==> src/rtl/dbgctl_pkg.sv <==
package dbgctl_pkg;

    localparam int unsigned BUS_AW   = 7;
    localparam int unsigned SEL_MAXW = 10;

    localparam logic [BUS_AW-1:0] CTRL_ADDR = 7'h10;
    localparam logic [BUS_AW-1:0] INFO_ADDR = 7'h12;

    localparam int unsigned POS_HALT    = 31;
    localparam int unsigned POS_RESUME  = 30;
    localparam int unsigned POS_HRESET  = 29;
    localparam int unsigned POS_ACK     = 28;
    localparam int unsigned POS_ARRAY   = 26;
    localparam int unsigned POS_SEL     = 16;
    localparam int unsigned POS_NDM     = 1;
    localparam int unsigned POS_ACTIVE  = 0;
    localparam int unsigned POS_DSZ     = 12;
    localparam int unsigned DSZ_LIMIT   = 12;

    typedef struct packed {
        logic                halt;
        logic                resume;
        logic                hreset;
        logic                ack;
        logic [SEL_MAXW-1:0] sel;
        logic                ndm;
        logic                active;
    } ctrl_fields_t;

    typedef struct packed {
        logic                halt;
        logic                resume;
        logic                hreset;
        logic                ack;
        logic [SEL_MAXW-1:0] sel;
    } hart_cmd_t;

    function automatic ctrl_fields_t split_ctrl(input logic [31:0] w);
        ctrl_fields_t f;
        f.halt   = w[POS_HALT];
        f.resume = w[POS_RESUME];
        f.hreset = w[POS_HRESET];
        f.ack    = w[POS_ACK];
        f.sel    = w[POS_SEL +: SEL_MAXW];
        f.ndm    = w[POS_NDM];
        f.active = w[POS_ACTIVE];
        return f;
    endfunction

    function automatic logic [3:0] clamp_dsz(input int unsigned n);
        return (n > DSZ_LIMIT) ? 4'(DSZ_LIMIT) : 4'(n);
    endfunction

endpackage

==> src/rtl/dbgctl_ctrl_reg.sv <==
module dbgctl_ctrl_reg
    import dbgctl_pkg::*;
#(
    parameter int unsigned HARTSELLEN = 3
) (
    input  logic                clk,
    input  logic                rst,
    input  logic                wr_en,
    input  ctrl_fields_t        wr_f,
    output logic                active_o,
    output logic                ndm_o,
    output logic [SEL_MAXW-1:0] sel_o,
    output logic                apply_o,
    output logic                clear_o,
    output hart_cmd_t           cmd_o
);

    localparam logic [SEL_MAXW-1:0] SEL_MASK = SEL_MAXW'((1 << HARTSELLEN) - 1);

    logic active_q;
    logic ndm_q;
    logic live_wr;

    assign live_wr = wr_en && active_q && wr_f.active;
    assign clear_o = wr_en && !wr_f.active;
    assign apply_o = live_wr;

    always_comb begin
        cmd_o.halt   = wr_f.halt;
        cmd_o.resume = wr_f.resume;
        cmd_o.hreset = wr_f.hreset;
        cmd_o.ack    = wr_f.ack;
        cmd_o.sel    = wr_f.sel & SEL_MASK;
    end

    always_ff @(posedge clk) begin
        if (rst) begin
            active_q <= 1'b0;
            ndm_q    <= 1'b0;
        end else begin
            if (wr_en)
                active_q <= wr_f.active;
            if (clear_o)
                ndm_q <= 1'b0;
            else if (live_wr)
                ndm_q <= wr_f.ndm;
        end
    end

    generate
        if (HARTSELLEN == 0) begin : g_nosel
            assign sel_o = '0;
        end else begin : g_sel
            logic [HARTSELLEN-1:0] sel_q;
            always_ff @(posedge clk) begin
                if (rst || clear_o)
                    sel_q <= '0;
                else if (live_wr)
                    sel_q <= wr_f.sel[HARTSELLEN-1:0];
            end
            assign sel_o = SEL_MAXW'(sel_q);
        end
    endgenerate

    assign active_o = active_q;
    assign ndm_o    = ndm_q;

    assert_sel_upper_zero_R3: assert property (@(posedge clk) disable iff (rst)
        (sel_o & ~SEL_MASK) == '0);

    assert_inactive_holds_R2: assert property (@(posedge clk) disable iff (rst)
        !active_o |-> (ndm_o == 1'b0 && sel_o == '0));

endmodule

==> src/rtl/dbgctl_hart_fanout.sv <==
module dbgctl_hart_fanout
    import dbgctl_pkg::*;
#(
    parameter int unsigned NHARTS = 5
) (
    input  logic                clk,
    input  logic                rst,
    input  logic                apply_i,
    input  logic                clear_i,
    input  hart_cmd_t           cmd_i,
    input  logic [SEL_MAXW-1:0] view_sel_i,
    input  logic [NHARTS-1:0]   halted_i,
    output logic [NHARTS-1:0]   halt_req_o,
    output logic [NHARTS-1:0]   resume_req_o,
    output logic [NHARTS-1:0]   hart_reset_o,
    output logic [NHARTS-1:0]   have_reset_o,
    output logic                view_halt_o,
    output logic                view_hreset_o
);

    logic [NHARTS-1:0] halt_q, resume_q, hreset_q, have_q;

    generate
        for (genvar h = 0; h < NHARTS; h++) begin : g_hart
            logic hit;
            assign hit = apply_i && (cmd_i.sel == SEL_MAXW'(h));

            always_ff @(posedge clk) begin
                if (rst || clear_i) begin
                    halt_q[h]   <= 1'b0;
                    resume_q[h] <= 1'b0;
                    hreset_q[h] <= 1'b0;
                    have_q[h]   <= 1'b0;
                end else begin
                    resume_q[h] <= hit && cmd_i.resume && halted_i[h];
                    if (hit) begin
                        halt_q[h]   <= cmd_i.halt;
                        hreset_q[h] <= cmd_i.hreset;
                    end
                    if (hit && hreset_q[h] && !cmd_i.hreset)
                        have_q[h] <= 1'b1;
                    else if (hit && cmd_i.ack)
                        have_q[h] <= 1'b0;
                end
            end
        end
    endgenerate

    always_comb begin
        view_halt_o   = 1'b0;
        view_hreset_o = 1'b0;
        for (int h = 0; h < int'(NHARTS); h++) begin
            if (view_sel_i == SEL_MAXW'(h)) begin
                view_halt_o   = halt_q[h];
                view_hreset_o = hreset_q[h];
            end
        end
    end

    assign halt_req_o   = halt_q;
    assign resume_req_o = resume_q;
    assign hart_reset_o = hreset_q;
    assign have_reset_o = have_q;

    assert_resume_single_R5: assert property (@(posedge clk) disable iff (rst)
        $onehot0(resume_req_o));

    assert_resume_halted_R5: assert property (@(posedge clk) disable iff (rst)
        (resume_req_o & ~$past(halted_i)) == '0);

    assert_halt_needs_write_R4: assert property (@(posedge clk) disable iff (rst)
        (!$past(apply_i) && !$past(clear_i)) |-> $stable(halt_req_o));

    assert_clear_zeroes_R2: assert property (@(posedge clk) disable iff (rst)
        $past(clear_i) |-> (halt_req_o == '0 && hart_reset_o == '0 && have_reset_o == '0));

endmodule

==> src/rtl/dbg_hart_ctl.sv <==
module dbg_hart_ctl
    import dbgctl_pkg::*;
#(
    parameter int unsigned HARTSELLEN = 3,
    parameter int unsigned NHARTS     = 5,
    parameter int unsigned DATA_WORDS = 14
) (
    input  logic              clk,
    input  logic              rst,
    input  logic [6:0]        bus_addr,
    input  logic              bus_we,
    input  logic [31:0]       bus_wdata,
    output logic [31:0]       bus_rdata,
    input  logic [NHARTS-1:0] halted_i,
    output logic [NHARTS-1:0] halt_req_o,
    output logic [NHARTS-1:0] resume_req_o,
    output logic [NHARTS-1:0] hart_reset_o,
    output logic [NHARTS-1:0] have_reset_o,
    output logic              ndm_reset_o,
    output logic              dm_active_o
);

    localparam logic [3:0] DSZ_VAL = clamp_dsz(DATA_WORDS);

    ctrl_fields_t        wf;
    hart_cmd_t           cmd;
    logic                ctrl_wr, apply, clear;
    logic                active, ndm;
    logic [SEL_MAXW-1:0] sel;
    logic                view_halt, view_hreset;

    assign wf      = split_ctrl(bus_wdata);
    assign ctrl_wr = bus_we && (bus_addr == CTRL_ADDR);

    dbgctl_ctrl_reg #(.HARTSELLEN(HARTSELLEN)) u_ctrl (
        .clk      (clk),
        .rst      (rst),
        .wr_en    (ctrl_wr),
        .wr_f     (wf),
        .active_o (active),
        .ndm_o    (ndm),
        .sel_o    (sel),
        .apply_o  (apply),
        .clear_o  (clear),
        .cmd_o    (cmd)
    );

    dbgctl_hart_fanout #(.NHARTS(NHARTS)) u_fan (
        .clk           (clk),
        .rst           (rst),
        .apply_i       (apply),
        .clear_i       (clear),
        .cmd_i         (cmd),
        .view_sel_i    (sel),
        .halted_i      (halted_i),
        .halt_req_o    (halt_req_o),
        .resume_req_o  (resume_req_o),
        .hart_reset_o  (hart_reset_o),
        .have_reset_o  (have_reset_o),
        .view_halt_o   (view_halt),
        .view_hreset_o (view_hreset)
    );

    always_comb begin
        bus_rdata = '0;
        if (bus_addr == CTRL_ADDR) begin
            bus_rdata[POS_HALT]              = view_halt;
            bus_rdata[POS_HRESET]            = view_hreset;
            bus_rdata[POS_SEL +: SEL_MAXW]   = sel;
            bus_rdata[POS_NDM]               = ndm;
            bus_rdata[POS_ACTIVE]            = active;
        end else if (bus_addr == INFO_ADDR) begin
            bus_rdata[POS_DSZ +: 4]          = DSZ_VAL;
        end
    end

    assign ndm_reset_o = ndm;
    assign dm_active_o = active;

    assert_strobes_read_zero_R9: assert property (@(posedge clk) disable iff (rst)
        (bus_addr == CTRL_ADDR) |->
            (bus_rdata[POS_RESUME] == 1'b0 && bus_rdata[POS_ACK] == 1'b0 && bus_rdata[POS_ARRAY] == 1'b0));

    assert_dsz_limit_R10: assert property (@(posedge clk) disable iff (rst)
        (bus_addr == INFO_ADDR) |-> (bus_rdata[POS_DSZ +: 4] <= 4'd12));

endmodule

==> config.mk <==
export PLATFORM = sky130hd
export DESIGN_NAME = dbg_hart_ctl
export DESIGN_NICKNAME = d
export VERILOG_FILES = /design/src/rtl/dbgctl_pkg.sv /design/src/rtl/dbgctl_ctrl_reg.sv /design/src/rtl/dbgctl_hart_fanout.sv /design/src/rtl/dbg_hart_ctl.sv
export SDC_FILE = /design/constraint.sdc
export NUM_CORES = 1
export LEC_CHECK = 0
export BUFFER_PORTS_ARGS = -buffer_cell sky130_fd_sc_hd__buf_2
export CAP_MARGIN = 5
export CORE_UTILIZATION = 44
export DETAILED_ROUTE_END_ITERATION = 6
export HOLD_SLACK_MARGIN = 0.1
export PLACE_DENSITY = 0.8
export SLEW_MARGIN = 20
export SYNTH_ARGS = -nofsm -noshare
export SYNTH_HDL_FRONTEND = slang
export SYNTH_HIERARCHICAL = 1
export SYNTH_SLANG_ARGS = --single-unit
==> constraint.sdc <==
create_clock -name clk -period 3 [get_ports clk]
set_clock_uncertainty 0.05 [all_clocks]
set_input_delay 0.3 -clock clk [delete_from_list [all_inputs] [get_ports clk]]
set_output_delay 0.3 -clock clk [all_outputs]
set_load 0.01 [all_outputs]
=== Word-level counts from Yosys, hierarchy flattened ===
Cells that the tools add are included.
Widths: inputs -> output; s select.

* Eq/ne operators: 10
* Multiplexer cells: 26
* Reduce and logical (&&, ||, !) cells: 45

{| class="wikitable"
|+ Operators with widths
! operator !! number
|-
| $logic_and 1x1->1 || 34
|-
| $mux 1 || 22
|-
| $logic_not 10->1 || 2
|-
| $eq 7x5->1 const B || 2
|-
| $eq 3x2->1 const B || 4
|-
| $reduce_bool 2->1 || 5
|-
| $mux 4 || 2
|-
| $eq 3x1->1 const B || 2
|-
| $eq 3x3->1 const B || 2
|-
| $mux 3 || 1
|-
| $logic_not 1->1 || 2
|-
| $mux 2 || 1
|-
| $reduce_or 2->1 || 1
|-
| $logic_or 1x1->1 || 1
|}

* Register bits after elaboration: 25
* Bits of input ports: 47
* Output and inout bits: 54
* Word-level logic and storage cells: 104

=== Longest topological paths before layout ===
Gate-level depths: netlist of run 1.

* Depth in word-level cells: 8
* Mapped depth: 8
* Gate-level depth less buffers: 7

=== Hierarchy ===
The synthesis of run 1 kept the hierarchy.

{| class="wikitable"
|+ By module, submodules not included
! module !! instances !! cells each !! area each (um^2) !! seq. area each (um^2)
|-
| dbgctl_hart_fanout || 1 || 110 || 987.2 || 400.4
|-
| dbgctl_ctrl_reg || 1 || 47 || 392.9 || 100.1
|-
| dbg_hart_ctl || 1 || 39 || 334.1 || 0.0
|}

=== Worst setup path after synthesis of run 1 ===
No wires, ideal clock.

* Kind: in2reg
* From: in bus_addr[0]
* To: reg u_fan.have_q[2], in the netlist u_fan/have_reset_o[2]
* Library setup time: 0.117 ns
* Data arrival time: 2.364 ns
* Data required time: 2.833 ns
* Path slack: 0.469 ns
* Stages on the path: 7
* Buffers on the path: 0
* Cell sequence: nor4b_4 and4b_1 nand3_2 inv_1 or4b_4 or4_1 a32o_1

* Longest elaborated chain between the ends: 8
* Elaborated cells between the ends (all ways): 12
* Classes of those cells: eq/ne: 1; mux: 1; reduce/logical: 10

{| class="wikitable"
|+ Ends and longest elaborated chain
! what !! RTL line !! source
|-
| start, declared || dbg_hart_ctl.sv:10 || <nowiki>input logic [6:0] bus_addr,</nowiki>
|-
| $eq 7x5->1 * || dbg_hart_ctl.sv:33 || <nowiki>assign ctrl_wr = bus_we && (bus_addr == CTRL_ADDR);</nowiki>
|-
| $logic_and 1x1->1 * || dbg_hart_ctl.sv:33 ||
|-
| via ctrl_wr || dbg_hart_ctl.sv:27 || <nowiki>logic ctrl_wr, apply, clear;</nowiki>
|-
| $logic_and 1x1->1 * (2 in series) || dbgctl_ctrl_reg.sv:24 || <nowiki>assign live_wr = wr_en && active_q && wr_f.active;</nowiki>
|-
| via apply || dbg_hart_ctl.sv:27 ||
|-
| $logic_and 1x1->1 * || dbgctl_hart_fanout.sv:26 || <nowiki>assign hit = apply_i && (cmd_i.sel == SEL_MAXW'(h));</nowiki>
|-
| $logic_and 1x1->1 (2 in series) || dbgctl_hart_fanout.sv:40 || <nowiki>if (hit && hreset_q[h] && !cmd_i.hreset)</nowiki>
|-
| $mux 1 or $reduce_bool 2->1 (tied branches) || -- ||
|-
| end signal, assigned by index || dbgctl_hart_fanout.sv:33 || <nowiki>have_q[h] <= 1'b0;</nowiki>
|-
| end signal, assigned by index || dbgctl_hart_fanout.sv:41 || <nowiki>have_q[h] <= 1'b1;</nowiki>
|-
| end signal, assigned by index || dbgctl_hart_fanout.sv:43 || <nowiki>have_q[h] <= 1'b0;</nowiki>
|-
| end, declared || dbgctl_hart_fanout.sv:21 || <nowiki>logic [NHARTS-1:0] halt_q, resume_q, hreset_q, have_q;</nowiki>
|}

Mark *: on every way through the listed nets, which the timed path passes. The rest lies on a longest branch.
A chain may end at the register's enable or synchronous reset.

=== Worst setup path in the final report of run 1 ===
Ends and elaborated chain as after synthesis.

==> results of run 1 <==
==> how the worst min path moves through the flow <==
stage | from | end | cells after the start
after CTS | halted_i[3] | u_fan/resume_req_o[3] | 3
after floorplan | rst | u_ctrl/g_sel.sel_q[0] | 1
after global routing | halted_i[3] | u_fan/resume_req_o[3] | 3
after global placement | u_fan/halt_req_o[2] | u_fan/halt_req_o[2] | 2
final | halted_i[3] | u_fan/resume_req_o[3] | 3
after detailed placement | u_fan/halt_req_o[2] | u_fan/halt_req_o[2] | 2
==> layer usage <==
layer  share of wire, %  vias to the layer above  track usage (%)
met5                  0                        -                0
met3                5.7                        0             4.05
li1                   -                      733                -
met2                 49                       57             30.0
met4                  0                        0            0.833
met1                 45                      712             22.8
==> cell families (layout without fill, tap and decap cells) <==
family | after synthesis | count (layout) | share of synthesized area (%)
and+or+nand+nor | 91 | 91 | 36.1
buffers and inverters | 50 | 66 | 19.7
DFF | 25 | 25 | 29.2
muxes | 15 | 15 | 8.90
AOI/OAI and AO/OA | 13 | 13 | 5.69
other | 2 | 30 | 0.438
==> per-stage QoR <==
step | std cells | hold slack [ns]
final | 288 | 0.210
after floorplan | 224 | 0.319
after detailed placement | 284 | 0.417
after global routing | 288 | 0.205
after CTS | 288 | 0.209
after global placement | 284 | 0.408
==> final cells by class <==
cell class                      count  share of cell area (%)
Clock buffer                        3                    2.17
Clock inverter                      1                   0.460
Inverter                            5                   0.986
Multi-Input combinational cell    149                    51.5
Sequential cell                    25                    26.3
Tap cell                           48                    3.16
Timing Repair Buffer               57                    15.4
==> worst min-delay path, stage by stage <==
cell and delay, ns:
buf_2 0.10, nand3_1 0.07, nor2_1 0.04
==> cell usage in the layout, fill, tap and decap left out, types with 3 or more instances in the layout <==
cell      Yosys  final
and4_1        6      6
and4b_1      15     15
buf_2         0     54
buf_4        38      3
clkbuf_8      0      3
conb_1        2     30
dfxtp_1      25     25
inv_1         5      5
mux2i_1      13     13
nand2_1      21     21
nand2b_1      6      6
nand3_1       5      5
nand4_1       5      5
nor2_1        6      6
nor2b_1       3      3
nor3_1        3      3
nor4_1        6      6
o22ai_1       4      4
o32ai_1       3      3
==> power breakdown <==
part / leakage, nW / switching, mW / internal [mW]
combinational: 0.725 / 0.0466 / 0.0237
sequential: 0.201 / 0.0000476 / 0.332
clock: 0.0261 / 0.111 / 0.0973
total: 0.953 / 0.158 / 0.453
==> registers in the layout, indices dropped and copies added (netlist names) <==
name and flops:
u_ctrl/g_sel.sel_q 3, u_fan/have_reset_o 5, u_ctrl/active_o 1, u_fan/halt_req_o 5
u_fan/resume_req_o 5, u_ctrl/ndm_o 1, u_fan/hart_reset_o 5
==> results.py, run 1 <==
metrics = {
    "logic_synthesis": {
        "synth_seq_cells": 25,
        "synth.distinct_cells": 37,
        "yosysTopAreaCellShare_pct": 29.2,
        "syn_area_mm2": 0.00171,
        "synth_edf_count": 0,
        "ys.flop_type": "dfxtp_1",
        "ys_top_cells_by_count": "38 x buf_4, 25 x dfxtp_1, 21 x nand2_1",
        "syn-instance-count": 196,
        "synth_area_leaders": "dfxtp_1 29%, buf_4 17%, and4b_1 8.8%, mux2i_1 7.6%, nand2_1 4.6%",
        "yosysWarnings": 6,
        "yosysTopAreaCell": "dfxtp_1",
        "seq_area_frac_synth_pct": 29.2,
        "syn_area_per_cell_um2": 8.75,
        "postSynth.asyncResetShare_pct": 0,
        "synth_most_common_cell": "buf_4",
    },
    "die": {
        "fp.dieH_um": 64.4,
        "pin_count": 101,
        "start_util_pct": 46.5,
        "dieArea_mm2": 0.00415,
        "die_width_um": 64.4,
        "core_area_mm2": 0.00369,
        "fp-row-count": 22,
    },
    "critical_path": {
        "crit_slowest_cell": "or4_1",
        "r2r_cells": 5,
        "crit_path_max_fanout": 6,
        "critPathKind": "in -> reg",
        "critical-path-max-stage-delay_ns": 0.56,
        "reg2reg_from": "u_ctrl/active_o",
        "rrSetupSlack_ns": 0.92,
        "critical_path_depth": 8,
        "cp-startpoint": "bus_addr[0]",
        "end_kind": "flop",
        "cp_cell_sequence": "buf_2, nor4b_4, and4b_1, nand3_2, inv_1, or4b_4, or4_1, a32o_1",
        "path_delay_family": "simple AND/OR/NAND/NOR gates",
        "crit_buf_inv": 2,
        "critPathCapture": "u_fan/have_reset_o[2]",
        "worst_setup_path_start_kind": "input pin",
        "cp.arrival_ns": 2.58,
        "cp.required_ns": 3.12,
        "reg2reg_to": "u_fan/have_reset_o[2]",
    },
    "clock_tree": {
        "ctsRootBufferMaster": "clkbuf_8",
        "clock-sinks": 25,
        "postCtsSetupRepairBufs": 0,
        "path_clk_slew_ns": 0.09,
        "cts_tree": "done",
        "cts.path.max_buffers": 2,
        "holdBufCountCts": 0,
        "clk_latency_ns": 0.27,
        "numCtsBuffers": 3,
        "h-tree-depth": 1,
        "cts_resized": 0,
    },
    "route": {
        "vias_per_cell": 5.22,
        "num_vias": 1502,
        "dr.first_iter.drc_count": 45,
        "drt_wl_total_mm": 3.69,
        "wl_per_cell_um": 12.8,
        "antenna_left": 0,
        "drc_errors": 0,
        "dr.pass1.iters": 4,
    },
    "finish": {
        "final_core_util_pct": 51.6,
        "regArea_um2": 500,
        "fin_area_mm2": 0.00190,
        "diodes": 0,
        "final_nets": 288,
        "multi_input_area_um2": 981,
        "syn2layout_area_growth_pct": 11.0,
        "n_fill_cell": 387,
        "drive_above_1_share_pct": 30.0,
    },
    "timing": {
        "final-setup-viol-count": 0,
        "finalHoldViolations": 0,
        "worst_pin_slew_ns": 0.756,
        "fin_crit_sh_pct": 82.0,
        "max-slew-margin-rel_pct": 49.2,
        "grt_setup_unrepaired": "no",
        "slew_viol_final": 0,
        "clock.fmax_mhz": 407,
        "fin_crit_ns": 2.46,
        "setup_ws_ns": 0.540,
        "tns_ns": 0,
    },
    "placement": {
        "dp_hpwl_mm": 2.89,
        "io_buffers": 54,
        "place.gp.congestion": 0.836,
        "placed_area_mm2": 0.00185,
        "pre_cts_ws_ns": 0.265,
    },
    "global_route": {
        "grt_usage_pct": 17.3,
        "grt.overflow.total": 0,
        "antenna_found_initial": 0,
        "grt_pass1_vias": 1246,
        "grt_start_max_net_pins": 17,
        "grt_pass1_wl_mm": 5.68,
    },
    "hold_path": {
        "holdCritPathClass": "in -> reg",
    },
    "run_status": {
        "status": "finished clean",
    },
    "job": {
        "cap_violations": 0,
    },
    "power": {
        "vdd_drop_max_uv": 337,
        "finalPower_mw": 0.610,
        "leakage_nw": 0.953,
        "power-per-cell-area_mw_per_mm2": 321,
    },
}
(Power assumes the default switching activity.)
==> run 2, diff against run 1 <==
==> constraint.sdc (replaced) <==
create_clock -name clk -period 2.3 [get_ports clk]
set_clock_uncertainty 0.05 [all_clocks]
set_input_delay 0.23 -clock clk [delete_from_list [all_inputs] [get_ports clk]]
set_output_delay 0.23 -clock clk [all_outputs]
set_load 0.01 [all_outputs]
==> run 2 against run 1 <==
Compared with the run above:
- hold slack worse by 0.059 ns
- final cell count rose by 2.1%
- critical path depth unchanged
- count of clock-buffer cells in the layout unchanged
- global-route usage increased by 0.53 points
- non-clock buffer count up 6
- combinational power grew 32%
==> results.py, run 2 (synthesis results as in run 1) <==
metrics = {
    "timing": {
        "finalHoldViolations": 0,
        "tns_ns": 0,
        "final-setup-viol-count": 0,
        "fin_crit_ns": 2.08,
        "max-slew-margin-rel_pct": 52.8,
        "fin_crit_sh_pct": 90.6,
        "worst_pin_slew_ns": 0.702,
        "clock.fmax_mhz": 480,
        "slew_viol_final": 0,
        "grt_setup_unrepaired": "no",
    },
    "route": {
        "antenna_left": 0,
        "drt_wl_total_mm": 3.60,
        "dr.pass1.iters": 4,
        "wl_per_cell_um": 12.3,
        "vias_per_cell": 5.05,
        "dr.first_iter.drc_count": 78,
        "drc_errors": 0,
        "num_vias": 1484,
    },
    "clock_tree": {
        "h-tree-depth": 1,
        "postCtsSetupRepairBufs": 0,
        "path_clk_slew_ns": 0.09,
        "ctsRootBufferMaster": "clkbuf_8",
        "cts_tree": "done",
        "numCtsBuffers": 3,
        "clk_latency_ns": 0.27,
        "holdBufCountCts": 0,
        "cts_resized": 0,
        "clock-sinks": 25,
        "cts.path.max_buffers": 2,
    },
    "finish": {
        "n_fill_cell": 377,
        "final_core_util_pct": 52.8,
        "regArea_um2": 500,
        "layout_commonest_cell": "buf_2",
        "multi_input_area_um2": 982,
        "diodes": 0,
        "final_nets": 294,
        "most-common-layout-cells": "54 x buf_2, 30 x conb_1, 25 x dfxtp_1, 21 x nand2_1, 14 x and4b_1",
        "syn2layout_area_growth_pct": 13.7,
        "fin_area_mm2": 0.00195,
        "drive_above_1_share_pct": 32.1,
    },
    "global_route": {
        "antenna_found_initial": 0,
        "grt_start_max_net_pins": 17,
        "grt_pass1_wl_mm": 5.96,
        "grt_pass1_vias": 1333,
        "grt.overflow.total": 0,
        "grt_usage_pct": 17.8,
    },
    "power": {
        "p_seq_share_pct": 54.1,
        "leakage_nw": 0.981,
        "p_sw_mw": 0.206,
        "power-per-cell-area_mw_per_mm2": 410,
        "p_sw_share_pct": 25.8,
        "combPwrFrac_pct": 11.6,
        "vdd_drop_max_uv": 536,
        "p_int_mw": 0.592,
        "clkPwrFrac_pct": 34.2,
    },
    "die": {
        "dieArea_mm2": 0.00415,
        "pin_count": 101,
        "start_util_pct": 46.5,
        "fp.dieH_um": 64.4,
        "core_area_mm2": 0.00369,
        "die_width_um": 64.4,
        "fp-row-count": 22,
    },
    "job": {
        "cap_violations": 0,
    },
    "critical_path": {
        "crit_path_max_fanout": 2,
        "critPathKind": "in -> reg",
        "end_kind": "flop",
        "cp.arrival_ns": 2.20,
        "cp.required_ns": 2.42,
        "worst_setup_path_start_kind": "input pin",
    },
    "placement": {
        "io_buffers": 54,
        "place.gp.congestion": 0.805,
        "placed_area_mm2": 0.00190,
        "dp_hpwl_mm": 2.88,
    },
    "run_status": {
        "status": "finished clean",
    },
    "hold_path": {
        "holdCritPathClass": "in -> reg",
    },
}
==> run 2: changes by cell type in the layout (fill, tap and decap cells not counted) <==
cell / change
buf_4: +6
and4b_2: +1
and4b_1: -1
==> run 2: layout make-up <==
type | count | area share (%)
Tap cell | 48 | 3.08
Clock inverter | 1 | 0.449
Sequential cell | 25 | 25.7
Inverter | 5 | 0.963
Timing Repair Buffer | 63 | 17.3
Multi-Input combinational cell | 149 | 50.4
Clock buffer | 3 | 2.12
==> run 2: metal layers <==
| layer | wire length, µm | GRT usage [%] | vias to the layer above |
|---|---|---|---|
| met5 | 0 | 0 | - |
| met4 | 0 | 0.833 | 0 |
| met3 | 198 | 3.52 | 0 |
| met2 | 1720 | 30.3 | 50 |
| met1 | 1680 | 24.4 | 681 |
| li1 | - | - | 753 |
==> run 2: worst paths after layout <==
check | depth (start not counted) | to | startpoint | slack (ns)
setup / recovery | 8 | u_fan/have_reset_o[2] | bus_addr[6] | 0.22
hold / removal | 3 | u_fan/resume_req_o[3] | halted_i[3] | 0.15
setup reg to reg | 5 | u_fan/have_reset_o[2] | u_ctrl/active_o | 0.41
hold reg to reg | 2 | u_fan/halt_req_o[2] | u_fan/halt_req_o[2] | 0.43
==> run 2: worst max-delay path, stage by stage <==
cell and delay, ns:
buf_2 0.11, nor4b_4 0.28, and4b_2 0.29, nand3_2 0.09, inv_1 0.08, or4b_4 0.46
or4_1 0.44, a32o_1 0.22
==> run 2: metrics by stage <==
step                      hold WS, ns  total power, mW  instances  setup WS, ns
after floorplan                 0.249            0.542        224       -0.0236
after global placement          0.410            0.532        290       -0.0447
after detailed placement        0.419            0.534        290       -0.0586
after CTS                       0.141            0.810        294         0.214
after global routing            0.135            0.839        294        0.0990
final                           0.151            0.799        294         0.217
==> run 2: power groups by stage <==
stage                     registers, mW  logic [mW]  clock network (mW)
after floorplan                   0.443      0.0995                   0
after global placement            0.443      0.0894                   0
after detailed placement          0.443      0.0911                   0
after CTS                         0.433      0.0913               0.286
after global routing              0.433       0.106               0.301
final                             0.433      0.0930               0.273
==> run 3, diff against run 2 <==
--- a/config.mk
+++ b/config.mk
@@ -7,12 +7,11 @@
 export LEC_CHECK = 0
 export BUFFER_PORTS_ARGS = -buffer_cell sky130_fd_sc_hd__buf_2
 export CAP_MARGIN = 5
-export CORE_UTILIZATION = 44
+export CORE_UTILIZATION = 41
 export DETAILED_ROUTE_END_ITERATION = 6
 export HOLD_SLACK_MARGIN = 0.1
-export PLACE_DENSITY = 0.8
-export SLEW_MARGIN = 20
+export PLACE_DENSITY = 0.79
+export SLEW_MARGIN = 10
 export SYNTH_ARGS = -nofsm -noshare
 export SYNTH_HDL_FRONTEND = slang
-export SYNTH_HIERARCHICAL = 1
 export SYNTH_SLANG_ARGS = --single-unit
==> run 3 against run 2 <==
Compared with the run above:
- first-iteration DRC count down 3.8%
- hold slack worse by 0.026 ns
- combinational power is 4.0% lower
- clock power down 30%
- count of clock-buffer cells in the layout did not move
- fmax is essentially flat
- sequential share of layout area is 3.0 points higher
==> results.py, run 3 <==
metrics = {
    "run_status": {
        "status": "finished clean",
    },
    "route": {
        "met3_length_um": 210,
        "dr.pass1.iters": 6,
        "drt_wl_total_mm": 3.52,
        "vias_per_cell": 5.05,
        "route.met2.wl_mm": 1.77,
        "topRoutingLayerUsed": "met4",
        "dr.first_iter.drc_count": 75,
        "drc_errors": 0,
        "wl_per_cell_um": 12.8,
        "antenna_left": 0,
        "num_vias": 1390,
        "wl_met1_mm": 1.50,
    },
    "finish": {
        "most-common-layout-cells": "54 x buf_2, 25 x dfxtp_1, 23 x conb_1, 16 x nand2_1, 16 x a21oi_1",
        "layout_commonest_cell": "buf_2",
        "drive_above_1_share_pct": 30.1,
        "diodes": 0,
        "final_nets": 277,
        "syn2layout_area_growth_pct": 22.2,
        "n_fill_cell": 337,
        "fin_area_mm2": 0.00174,
        "multi_input_area_um2": 778,
        "layout.cells.non_filler": 275,
        "regArea_um2": 500,
        "final_core_util_pct": 52.2,
    },
    "timing": {
        "fin_crit_sh_pct": 90.6,
        "finalHoldViolations": 0,
        "fin_crit_ns": 2.08,
        "final-setup-viol-count": 0,
        "tns_ns": 0,
        "holdWs_ns": 0.125,
        "slew_viol_final": 0,
        "clock.fmax_mhz": 480,
        "grt_setup_unrepaired": "no",
        "max-slew-margin-rel_pct": 52.6,
        "worst_pin_slew_ns": 0.710,
        "setup_ws_ns": 0.217,
    },
    "critical_path": {
        "cp-startpoint": "u_ctrl.g_sel.sel_q[0]",
        "crit_path_max_fanout": 5,
        "reg2reg_to": "u_fan.have_reset_o[0]",
        "end_kind": "output pin",
        "rrSetupSlack_ns": 0.60,
        "critical-path-max-stage-delay_ns": 0.53,
        "cp_cell_sequence": "mux4_2, nor2b_1, a31oi_1, nor3_1, buf_2",
        "reg2reg_from": "u_ctrl.active_o",
        "crit_slowest_cell": "mux4_2",
        "cp.arrival_ns": 1.80,
        "worst_setup_path_start_kind": "flop",
        "critPathKind": "reg -> out",
        "cp.required_ns": 2.02,
        "r2r_cells": 4,
    },
    "logic_synthesis": {
        "syn-instance-count": 169,
        "ys_top_cells_by_count": "25 x dfxtp_1, 24 x buf_4, 16 x a21oi_1, 16 x nand2_1",
        "seq_area_frac_synth_pct": 35.1,
        "yosysTopAreaCellShare_pct": 35.1,
        "synth_seq_cells": 25,
        "synth_edf_count": 0,
        "syn_area_per_cell_um2": 8.44,
        "postSynth.asyncResetShare_pct": 0,
        "yosysWarnings": 0,
        "synth.distinct_cells": 35,
        "syn_area_mm2": 0.00143,
        "ys.flop_type": "dfxtp_1",
        "synth_most_common_cell": "dfxtp_1",
        "synth_area_leaders": "dfxtp_1 35%, buf_4 13%, a21oi_1 5.6%, nand2_1 4.2%, nand3_1 3.2%",
        "yosysTopAreaCell": "dfxtp_1",
    },
    "clock_tree": {
        "cts.path.max_buffers": 2,
        "cts_tree": "done",
        "clk_latency_ns": 0.31,
        "clock-sinks": 25,
        "ctsRootBufferMaster": "clkbuf_4",
        "numCtsBuffers": 3,
        "path_clk_slew_ns": 0.13,
        "h-tree-depth": 1,
    },
    "global_route": {
        "grt_pass1_vias": 1114,
        "grt_start_max_net_pins": 23,
        "grt.overflow.total": 0,
        "antenna_found_initial": 0,
        "grt_usage_pct": 19.2,
        "grt_pass1_wl_mm": 5.16,
    },
    "die": {
        "dieArea_mm2": 0.00372,
        "fp-row-count": 21,
        "start_util_pct": 42.7,
        "die_width_um": 61.0,
        "pin_count": 101,
        "core_area_mm2": 0.00334,
        "fp.dieH_um": 61.0,
    },
    "placement": {
        "pre_cts_ws_ns": 0.298,
        "placed_area_mm2": 0.00166,
        "dp.cells": 265,
        "io_buffers": 54,
        "dp_hpwl_mm": 2.58,
        "place.gp.congestion": 0.854,
    },
    "power": {
        "vdd_drop_max_uv": 203,
        "finalPower_mw": 0.713,
        "clkPwrFrac_pct": 26.7,
        "p_int_mw": 0.530,
        "power-per-cell-area_mw_per_mm2": 409,
        "p_sw_mw": 0.184,
        "p_sw_share_pct": 25.7,
        "combPwrFrac_pct": 12.5,
        "p_seq_share_pct": 60.7,
        "leakage_nw": 0.798,
    },
    "hold_path": {
        "min_from": "bus_wdata[30]",
        "hold_depth": 3,
        "holdCritPathClass": "in -> reg",
        "hold_end": "u_fan.resume_req_o[4]",
    },
    "job": {
        "cap_violations": 0,
    },
}
[run 3: critical path, delay by kind of cell (launching register included)]
| kind | cells | cell delay (ns) |
|---|---|---|
| AO/OA/AOI/OAI | 1 | 0.17 |
| AND/OR/NAND/NOR | 2 | 0.20 |
| multiplexers | 1 | 0.53 |
| buffers and inverters | 1 | 0.14 |
| flip-flops | 1 | 0.46 |
[run 3: metal layers]
layer | track usage (%) | vias up
met1 | 25.6 | 654
met5 | 0 | -
met4 | 6.82 | 0
met3 | 4.69 | 8
li1 | - | 672
met2 | 30.5 | 56
[run 3: repair_timing]
action / in CTS / in global routing
setup endpoints to repair: 0 / 0
hold buffers: 6 / 0
gates resized for setup: 0 / 0
endpoints found under the hold margin: 6 / 0
setup buffers: 0 / 0
[run 3: kinds of logic after synthesis]
family / synth area share (%)
AND/OR/NAND/NOR: 33.0
buffers and inverters: 16.1
AO/OA/AOI/OAI: 9.56
flip-flops: 35.1
multiplexers: 5.96
other: 0.263
[run 3: worst max-delay path by stage]
stage	end	slack, ns	cells past startpoint
finish	bus_rdata[31]	0.22	5
global route	bus_rdata[29]	0.13	5
CTS	bus_rdata[31]	0.20	5
detailed placement	u_fan.have_reset_o[4]	0.30	5
global placement	u_fan.have_reset_o[4]	0.33	5
floorplan	u_fan.halt_req_o[1]	0.66	5
[run 3: final cells by class]
| cell class | count | share of cell area [%] |
|---|---|---|
| Clock buffer | 3 | 1.29 |
| Clock inverter | 1 | 0.287 |
| Inverter | 5 | 1.08 |
| Multi-Input combinational cell | 131 | 44.7 |
| Sequential cell | 25 | 28.7 |
| Tap cell | 46 | 3.30 |
| Timing Repair Buffer | 64 | 20.7 |
[run 3: power groups by stage]
stage / Clock [mW] / Combinational [mW] / Sequential [mW]
2_1_floorplan: 0 / 0.0715 / 0.443
3_3_place_gp: 0 / 0.0782 / 0.443
3_5_place_dp: 0 / 0.0793 / 0.443
4_1_cts: 0.201 / 0.0873 / 0.433
5_1_grt: 0.223 / 0.0978 / 0.434
6_report: 0.191 / 0.0893 / 0.433
